--- src/rtl/tmr_cmp_pkg.sv ---
package tmr_cmp_pkg;

    typedef enum logic [2:0] {
        TM_FREE    = 3'd0,
        TM_CLRM    = 3'd1,
        TM_SS_FIX  = 3'd2,
        TM_SS_A    = 3'd3,
        TM_DST_FIX = 3'd4,
        TM_DST_A   = 3'd5,
        TM_DSB_FIX = 3'd6,
        TM_DSB_A   = 3'd7
    } tmode_e;

    typedef enum logic [1:0] {
        OM_OFF = 2'd0,
        OM_TGL = 2'd1,
        OM_LO  = 2'd2,
        OM_HI  = 2'd3
    } omode_e;

    localparam logic [1:0] SEL_CTRL = 2'd0;
    localparam logic [1:0] SEL_CMPA = 2'd1;
    localparam logic [1:0] SEL_CMPB = 2'd2;
    localparam logic [1:0] SEL_CNT  = 2'd3;

    function automatic logic f_pwm(input tmode_e m);
        return m[2] | m[1];
    endfunction

    function automatic logic f_dual(input tmode_e m);
        return m[2];
    endfunction

    function automatic logic f_top_a(input tmode_e m);
        return m[0];
    endfunction

    function automatic logic f_buf_bottom(input tmode_e m);
        return m[2] & m[1];
    endfunction

    function automatic logic f_apply(input omode_e om, input logic pin);
        case (om)
            OM_TGL:  return ~pin;
            OM_LO:   return 1'b0;
            OM_HI:   return 1'b1;
            default: return pin;
        endcase
    endfunction

endpackage

--- src/rtl/tmr_cmp_count.sv ---
module tmr_cmp_count
    import tmr_cmp_pkg::*;
#(
    parameter int CW = 16
) (
    input  logic          clk,
    input  logic          rst_n,
    input  logic          tick,
    input  tmode_e        mode,
    input  logic [CW-1:0] top,
    input  logic          load,
    input  logic [CW-1:0] load_val,
    output logic [CW-1:0] cnt,
    output logic          down,
    output logic          at_top,
    output logic          at_bot
);

    typedef struct packed {
        logic [CW-1:0] cnt;
        logic          down;
    } cnt_st_t;

    cnt_st_t st_d, st_q;
    logic [CW:0] inc;

    always_comb begin
        st_d = st_q;
        inc  = {1'b0, st_q.cnt} + 1'b1;
        if (!f_dual(mode)) begin
            st_d.down = 1'b0;
        end
        if (load) begin
            st_d.cnt = load_val;
        end else if (tick) begin
            if (!f_dual(mode)) begin
                st_d.cnt = (st_q.cnt == top) ? '0 : inc[CW-1:0];
            end else if (!st_q.down) begin
                if (inc >= {1'b0, top}) begin
                    st_d.cnt  = top;
                    st_d.down = 1'b1;
                end else begin
                    st_d.cnt = inc[CW-1:0];
                end
            end else begin
                if (st_q.cnt <= CW'(1)) begin
                    st_d.cnt  = '0;
                    st_d.down = 1'b0;
                end else begin
                    st_d.cnt = st_q.cnt - 1'b1;
                end
            end
        end
    end

    always_ff @(posedge clk or negedge rst_n) begin
        if (!rst_n) st_q <= '0;
        else        st_q <= st_d;
    end

    assign cnt    = st_q.cnt;
    assign down   = st_q.down;
    assign at_top = tick && (st_q.cnt == top);
    assign at_bot = tick && (st_q.cnt == '0);

endmodule

--- src/rtl/tmr_cmp_chan.sv ---
module tmr_cmp_chan
    import tmr_cmp_pkg::*;
#(
    parameter int CW   = 16,
    parameter bit IS_A = 1'b1
) (
    input  logic          clk,
    input  logic          rst_n,
    input  tmode_e        mode,
    input  omode_e        om,
    input  logic          tick,
    input  logic [CW-1:0] cnt,
    input  logic [CW-1:0] cmp,
    input  logic [CW-1:0] top,
    input  logic          down,
    input  logic          force_s,
    input  omode_e        force_om,
    output logic          pin,
    output logic          pin_en,
    output logic          flag
);

    typedef struct packed {
        logic pin;
        logic flag;
    } ch_st_t;

    ch_st_t st_d, st_q;
    logic   conn, match, bot;

    always_comb begin
        conn  = (om != OM_OFF) &&
                ((om != OM_TGL) || !f_pwm(mode) || (IS_A && f_top_a(mode)));
        match = tick && (cnt == cmp);
        bot   = tick && (cnt == '0);
        st_d      = st_q;
        st_d.flag = match;
        if (conn) begin
            if (!f_pwm(mode)) begin
                if (match) st_d.pin = f_apply(om, st_q.pin);
            end else if (om == OM_TGL) begin
                if (match) st_d.pin = ~st_q.pin;
            end else if (cmp == top) begin
                if (bot) st_d.pin = (om == OM_LO);
            end else if (!f_dual(mode)) begin
                if (bot)   st_d.pin = (om == OM_LO);
                if (match) st_d.pin = (om == OM_HI);
            end else if (match) begin
                st_d.pin = down ? (om == OM_LO) : (om == OM_HI);
            end
        end
        if (force_s) begin
            st_d.pin = f_apply(force_om, st_d.pin);
        end
    end

    always_ff @(posedge clk or negedge rst_n) begin
        if (!rst_n) st_q <= '0;
        else        st_q <= st_d;
    end

    assign pin    = st_q.pin;
    assign pin_en = conn;
    assign flag   = st_q.flag;

endmodule

--- src/rtl/tmr_cmp_wave.sv ---
module tmr_cmp_wave
    import tmr_cmp_pkg::*;
#(
    parameter int CW        = 16,
    parameter int FIXED_TOP = 255
) (
    input  logic          clk,
    input  logic          rst_n,
    input  logic          wr_en,
    input  logic [1:0]    wr_sel,
    input  logic [CW-1:0] wr_data,
    input  logic          tick,
    output logic [CW-1:0] count,
    output logic          wave_a,
    output logic          wave_a_en,
    output logic          wave_b,
    output logic          wave_b_en,
    output logic          irq_a,
    output logic          irq_b
);

    localparam int            NCH       = 2;
    localparam logic [CW-1:0] FIX_TOP_V = CW'(FIXED_TOP);

    typedef struct packed {
        tmode_e        mode;
        omode_e        om_a;
        omode_e        om_b;
        logic [CW-1:0] buf_a;
        logic [CW-1:0] buf_b;
        logic [CW-1:0] act_a;
        logic [CW-1:0] act_b;
    } regs_t;

    regs_t          r_d, r_q;
    tmode_e         wr_mode;
    logic           load, upd, at_top, at_bot, down;
    logic [CW-1:0]  top_val, cnt;
    logic [NCH-1:0] force_v, pin_v, en_v, flag_v;
    omode_e         om_v  [NCH];
    omode_e         fom_v [NCH];
    logic [CW-1:0]  cmp_v [NCH];
    tmode_e         mode_q;
    omode_e         om_b_q;

    always_comb begin
        if (r_q.mode == TM_FREE)     top_val = '1;
        else if (f_top_a(r_q.mode))  top_val = r_q.act_a;
        else                         top_val = FIX_TOP_V;
    end

    always_comb begin
        r_d      = r_q;
        load     = 1'b0;
        force_v  = '0;
        wr_mode  = tmode_e'(wr_data[2:0]);
        fom_v[0] = omode_e'(wr_data[4:3]);
        fom_v[1] = omode_e'(wr_data[6:5]);
        upd      = f_buf_bottom(r_q.mode) ? at_bot : at_top;
        if (f_pwm(r_q.mode) && upd) begin
            r_d.act_a = r_q.buf_a;
            r_d.act_b = r_q.buf_b;
        end
        if (wr_en) begin
            unique case (wr_sel)
                SEL_CTRL: begin
                    r_d.mode   = wr_mode;
                    r_d.om_a   = fom_v[0];
                    r_d.om_b   = fom_v[1];
                    force_v[0] = wr_data[7] && !f_pwm(wr_mode);
                    force_v[1] = wr_data[8] && !f_pwm(wr_mode);
                end
                SEL_CMPA: begin
                    r_d.buf_a = wr_data;
                    if (!f_pwm(r_q.mode)) r_d.act_a = wr_data;
                end
                SEL_CMPB: begin
                    r_d.buf_b = wr_data;
                    if (!f_pwm(r_q.mode)) r_d.act_b = wr_data;
                end
                default: load = 1'b1;
            endcase
        end
    end

    always_ff @(posedge clk or negedge rst_n) begin
        if (!rst_n) r_q <= '0;
        else        r_q <= r_d;
    end

    tmr_cmp_count #(.CW(CW)) u_cnt (
        .clk      (clk),
        .rst_n    (rst_n),
        .tick     (tick),
        .mode     (r_q.mode),
        .top      (top_val),
        .load     (load),
        .load_val (wr_data),
        .cnt      (cnt),
        .down     (down),
        .at_top   (at_top),
        .at_bot   (at_bot)
    );

    assign om_v[0]  = r_q.om_a;
    assign om_v[1]  = r_q.om_b;
    assign cmp_v[0] = r_q.act_a;
    assign cmp_v[1] = r_q.act_b;

    for (genvar i = 0; i < NCH; i++) begin : g_ch
        tmr_cmp_chan #(.CW(CW), .IS_A(i == 0)) u_ch (
            .clk      (clk),
            .rst_n    (rst_n),
            .mode     (r_q.mode),
            .om       (om_v[i]),
            .tick     (tick),
            .cnt      (cnt),
            .cmp      (cmp_v[i]),
            .top      (top_val),
            .down     (down),
            .force_s  (force_v[i]),
            .force_om (fom_v[i]),
            .pin      (pin_v[i]),
            .pin_en   (en_v[i]),
            .flag     (flag_v[i])
        );
    end

    assign mode_q    = r_q.mode;
    assign om_b_q    = r_q.om_b;
    assign count     = cnt;
    assign wave_a    = pin_v[0];
    assign wave_b    = pin_v[1];
    assign wave_a_en = en_v[0];
    assign wave_b_en = en_v[1];
    assign irq_a     = flag_v[0];
    assign irq_b     = flag_v[1];

endmodule

--- config.mk ---
export PLATFORM = sky130hd
export DESIGN_NAME = tmr_cmp_wave
export DESIGN_NICKNAME = d
export VERILOG_FILES = /design/src/rtl/tmr_cmp_pkg.sv /design/src/rtl/tmr_cmp_count.sv /design/src/rtl/tmr_cmp_chan.sv /design/src/rtl/tmr_cmp_wave.sv
export SDC_FILE = /design/constraint.sdc
export NUM_CORES = 1
export LEC_CHECK = 0
export BUFFER_PORTS_ARGS = -buffer_cell sky130_fd_sc_hd__buf_4
export CAP_MARGIN = 30
export CORE_ASPECT_RATIO = 0.7
export CORE_UTILIZATION = 53
export DETAILED_ROUTE_END_ITERATION = 10
export PLACE_DENSITY = 0.71
export SYNTH_ARGS = -nofsm -noshare
export SYNTH_HDL_FRONTEND = slang
export SYNTH_HIERARCHICAL = 1
export SYNTH_SLANG_ARGS = --single-unit
--- constraint.sdc ---
create_clock -name clk -period 4.1 [get_ports clk]
set_input_delay 1.025 -clock clk [delete_from_list [all_inputs] [get_ports clk]]
set_output_delay 1.025 -clock clk [all_outputs]
set_load 0.02 [all_outputs]
==> flow_summary.yaml <==
power_and_ir_drop:
  report.power.total_w: 0.00594
  power.density_cell_area_nw_per_um2: 707
  leak_pwr_nw: 3.54
  worst_ir_drop_vdd_mv: 0.314
worst_setup_path:
  worstSetupEndpointType: "register"
  crit_path_cell_trace: "ha_1 -> and4_1 -> and3_1 -> xnor2_1 -> ha_1 -> a21o_1 -> a21o_1 -> a211oi_1 -> o31ai_1 -> a21oi_1 -> o41ai_1 -> a211oi_1"
  crit_fanout: 9
  critPathKind: "register to register"
  required_ns: 4.32
  timing.critical_path.from_type: "register"
  timing.critical_path.slowest_cell_delay_ns: 0.80
  cpMaxStageDelayCell: "sky130_fd_sc_hd__o31ai_1"
  worst_ep_arrival_time_ns: 4.00
  r2r.worst_path.cells: 12
  worst_reg_to_reg_setup_slack_ns: 0.31
route:
  route.detailed.drc: 0
  detail_route.wl_per_cell_um: 23.8
  drtIter0Drc: 767
  routed_wl_mm: 25.9
  drt-pass1-iter-count: 5
  detailroute.via_count: 7317
  drt-vias-per-instance: 6.73
  detail-route-antenna-nets: 0
clock_tree:
  cts_setup_buffers: 0
  worst_skew_pair.late_latency_ns: 0.35
  cts.root.buffer_cell: "sky130_fd_sc_hd__clkbuf_16"
  cts_tree: "done"
  cts_buffers: 9
  postCtsResizedCells: 0
  clock_sink_count: 92
  cts.reportedPaths.clkPinSlew_ns: 0.08
  h-tree-depth: 3
  postCtsHoldBufs: 0
  cts_max_path_buffers: 2
synth:
  synthCells: 869
  synth_top_flop_cell: "sky130_fd_sc_hd__dfrtp_1"
  ys_top_cells_by_area: "sky130_fd_sc_hd__dfrtp_1, sky130_fd_sc_hd__xnor2_1, sky130_fd_sc_hd__a211oi_1"
  dominant_combinational_cell_family_by_area_after_synthesis: "simple AND/OR/NAND/NOR gates"
  synth.yosys.seq_area_share: 0.306
  adder_cell_share_of_the_synthesized_area: 0.0333
  synth_async_sr_flop_share: 1.00
  synthesized_area_fraction_occupied_by_ao_oa_aoi_and_oai_cells: 0.211
  netlist-cell-type-count: 72
  synth_simple_gate_area_frac: 0.226
  synth_edf_count: 0
  area_share_of_xor_xnor_cells_in_the_synthesized_design: 0.124
  netlist_area_um2: 7510
  synthTopCellsByCount: "sky130_fd_sc_hd__dfrtp_1, sky130_fd_sc_hd__nand2_1, sky130_fd_sc_hd__xnor2_1, sky130_fd_sc_hd__nor4_1, sky130_fd_sc_hd__nand3_1"
  yosys_warnings: 6
  ys_seq_elements: 92
  synthDominantCellAreaShare: 0.306
  synthMuxAreaShare: 0.0423
  synth_largest_area_cell: "sky130_fd_sc_hd__dfrtp_1"
  synthMostInstantiatedCell: "sky130_fd_sc_hd__dfrtp_1"
  number_of_nets_produced_by_synthesis: 911
  post_synthesis_mean_instance_area_um2: 8.64
global_routing:
  grt_start_max_net_pins: 66
  antenna_violations_before_repair: 0
  via_count_of_the_first_global_routing_pass: 6939
  first_pass_grt_wire_length_mm: 40.3
  grt_util_all_layers: 0.368
  grt_overflow_total: 0
final_layout:
  finalCoreUtilization: 0.622
  layout.nets: 940
  drive_above_1_share: 0.174
  antenna_diodes: 0
  flow.area_growth_from_synthesis_pct: 11.7
run_status:
  status: "finished clean"
die:
  fp.dieW_um: 144
  ioPinCount: 44
  initial_cell_density_of_the_core: 0.557
  die_area_um2: 14700
  site_rows: 35
  core_area_um2: 13500
  floorplan.die.height_um: 102
timing:
  drv_slew: 0
  timing.final.hold_violations: 0
  final.setup_skew_ns: 0.0110
  worst-slew-pin-transition_ns: 0.945
  tns_ns: 0
  hold-worst-slack_ns: 0.481
  worst_path_setup_slack_after_routing_ns: 0.314
  rsz0062_at_grt: "false"
  setup-violations-final: 0
  finalCritPeriodShare: 0.923
  worst_slew_margin_rel: 0.364
  maxClockFrequency_ghz: 0.264
  post_layout_minimum_cycle_time_ns: 3.79
placement:
  place.port_buffers: 43
  detailedPlace.worstSlack_ns: 0.465
  detailed_place_hpwl_mm: 18.5
  gpl.final_weighted_congestion: 0.962
min_path:
  min_path_cells: 2
  timing.hold.worst.class: "register to register"
job:
  drv_cap: 0
[power breakdown]
group          internal [W]  switching (W)  total, W
clock network      0.000427       0.000416  0.000843
logic               0.00144        0.00217   0.00362
registers           0.00115       0.000326   0.00148
total               0.00302        0.00291   0.00594
[cell type report]
type / count / area (um^2)
fillers: 1207 / 5100
multi-input cells: 677 / 4780
flip-flops and latches: 92 / 2300
repair buffers: 86 / 666
well taps: 185 / 231
clock buffers: 10 / 229
inverters: 32 / 120
clock inverters: 6 / 56.3
[path summary, 6_finish.rpt]
path | from | to
worst max-delay path | u_cnt/cnt[1]$_DFFE_PN0P_ | u_cnt/cnt[0]$_DFFE_PN0P_
worst min-delay path | r_q[63]$_DFFE_PN0P_ | r_q[63]$_DFFE_PN0P_
worst max register to register | u_cnt/cnt[1]$_DFFE_PN0P_ | u_cnt/cnt[0]$_DFFE_PN0P_
worst min register to register | r_q[63]$_DFFE_PN0P_ | r_q[63]$_DFFE_PN0P_
max in group asynchronous | rst_n | cmp_v[9]$_DFF_PN0_
min in group asynchronous | rst_n | u_cnt/cnt[8]$_DFFE_PN0P_
[metal layers]
metal / track usage / vias up / share of wire
met5: 0 / - / 0
met1: 0.532 / 3600 / 0.45
met2: 0.543 / 422 / 0.43
li1: - / 3267 / -
met4: 0.0915 / 0 / 0.012
met3: 0.0974 / 28 / 0.11
[cell usage in the layout (no fill, tap or decap), types with 15 or more instances in the layout]
cell / synthesis / layout
sky130_fd_sc_hd__o21ai_0: 15 / 15
sky130_fd_sc_hd__mux2_2: 26 / 26
sky130_fd_sc_hd__xor2_1: 30 / 30
sky130_fd_sc_hd__nand2_1: 83 / 83
sky130_fd_sc_hd__buf_4: 2 / 85
sky130_fd_sc_hd__a21oi_1: 36 / 35
sky130_fd_sc_hd__ha_1: 20 / 20
sky130_fd_sc_hd__dfrtp_1: 92 / 92
sky130_fd_sc_hd__xnor2_1: 76 / 76
sky130_fd_sc_hd__a21o_1: 15 / 15
sky130_fd_sc_hd__nand2b_1: 15 / 15
sky130_fd_sc_hd__nor4_1: 50 / 50
sky130_fd_sc_hd__nand4_1: 21 / 21
sky130_fd_sc_hd__a211oi_1: 43 / 43
sky130_fd_sc_hd__inv_1: 32 / 32
sky130_fd_sc_hd__nand3_1: 45 / 45
sky130_fd_sc_hd__nor2_1: 28 / 26
sky130_fd_sc_hd__o31ai_1: 25 / 25
[critical path, delay by kind of cell, from the launching register on]
kind                       cells  cell delay, ns
adders and majority gates      2            0.55
AOI/OAI and AO/OA              7            1.94
DFF                            1            0.50
and+or+nand+nor                2            0.52
xor gates and xnor gates       1            0.14
[state kept, by name, summed over array words and instances, names as in the netlist]
signal          count
cmp_v              32
g_ch.u_ch/flag      2
g_ch.u_ch/pin       2
mode_q              3
om_b_q              2
om_v                2
r_q                32
u_cnt/cnt          16
u_cnt/down          1
[through the flow]
step                std cells  cell area [um^2]
floorplan                 869              7510
detailed placement       1071              8100
global route             1088              8390
CTS                      1087              8380
global placement         1070              8070
finish                   1088              8390
[logic make-up (layout without fill, tap and decap cells)]
kind of cell	count (synthesis)	count (layout)
AO/OA/AOI/OAI	211	211
XOR/XNOR	106	106
adder cells (fa/ha/maj)	20	20
buffers and inverters	100	134
flip-flops	92	92
multiplexers	28	28
AND/OR/NAND/NOR	312	312
(Power assumes the default switching activity.)
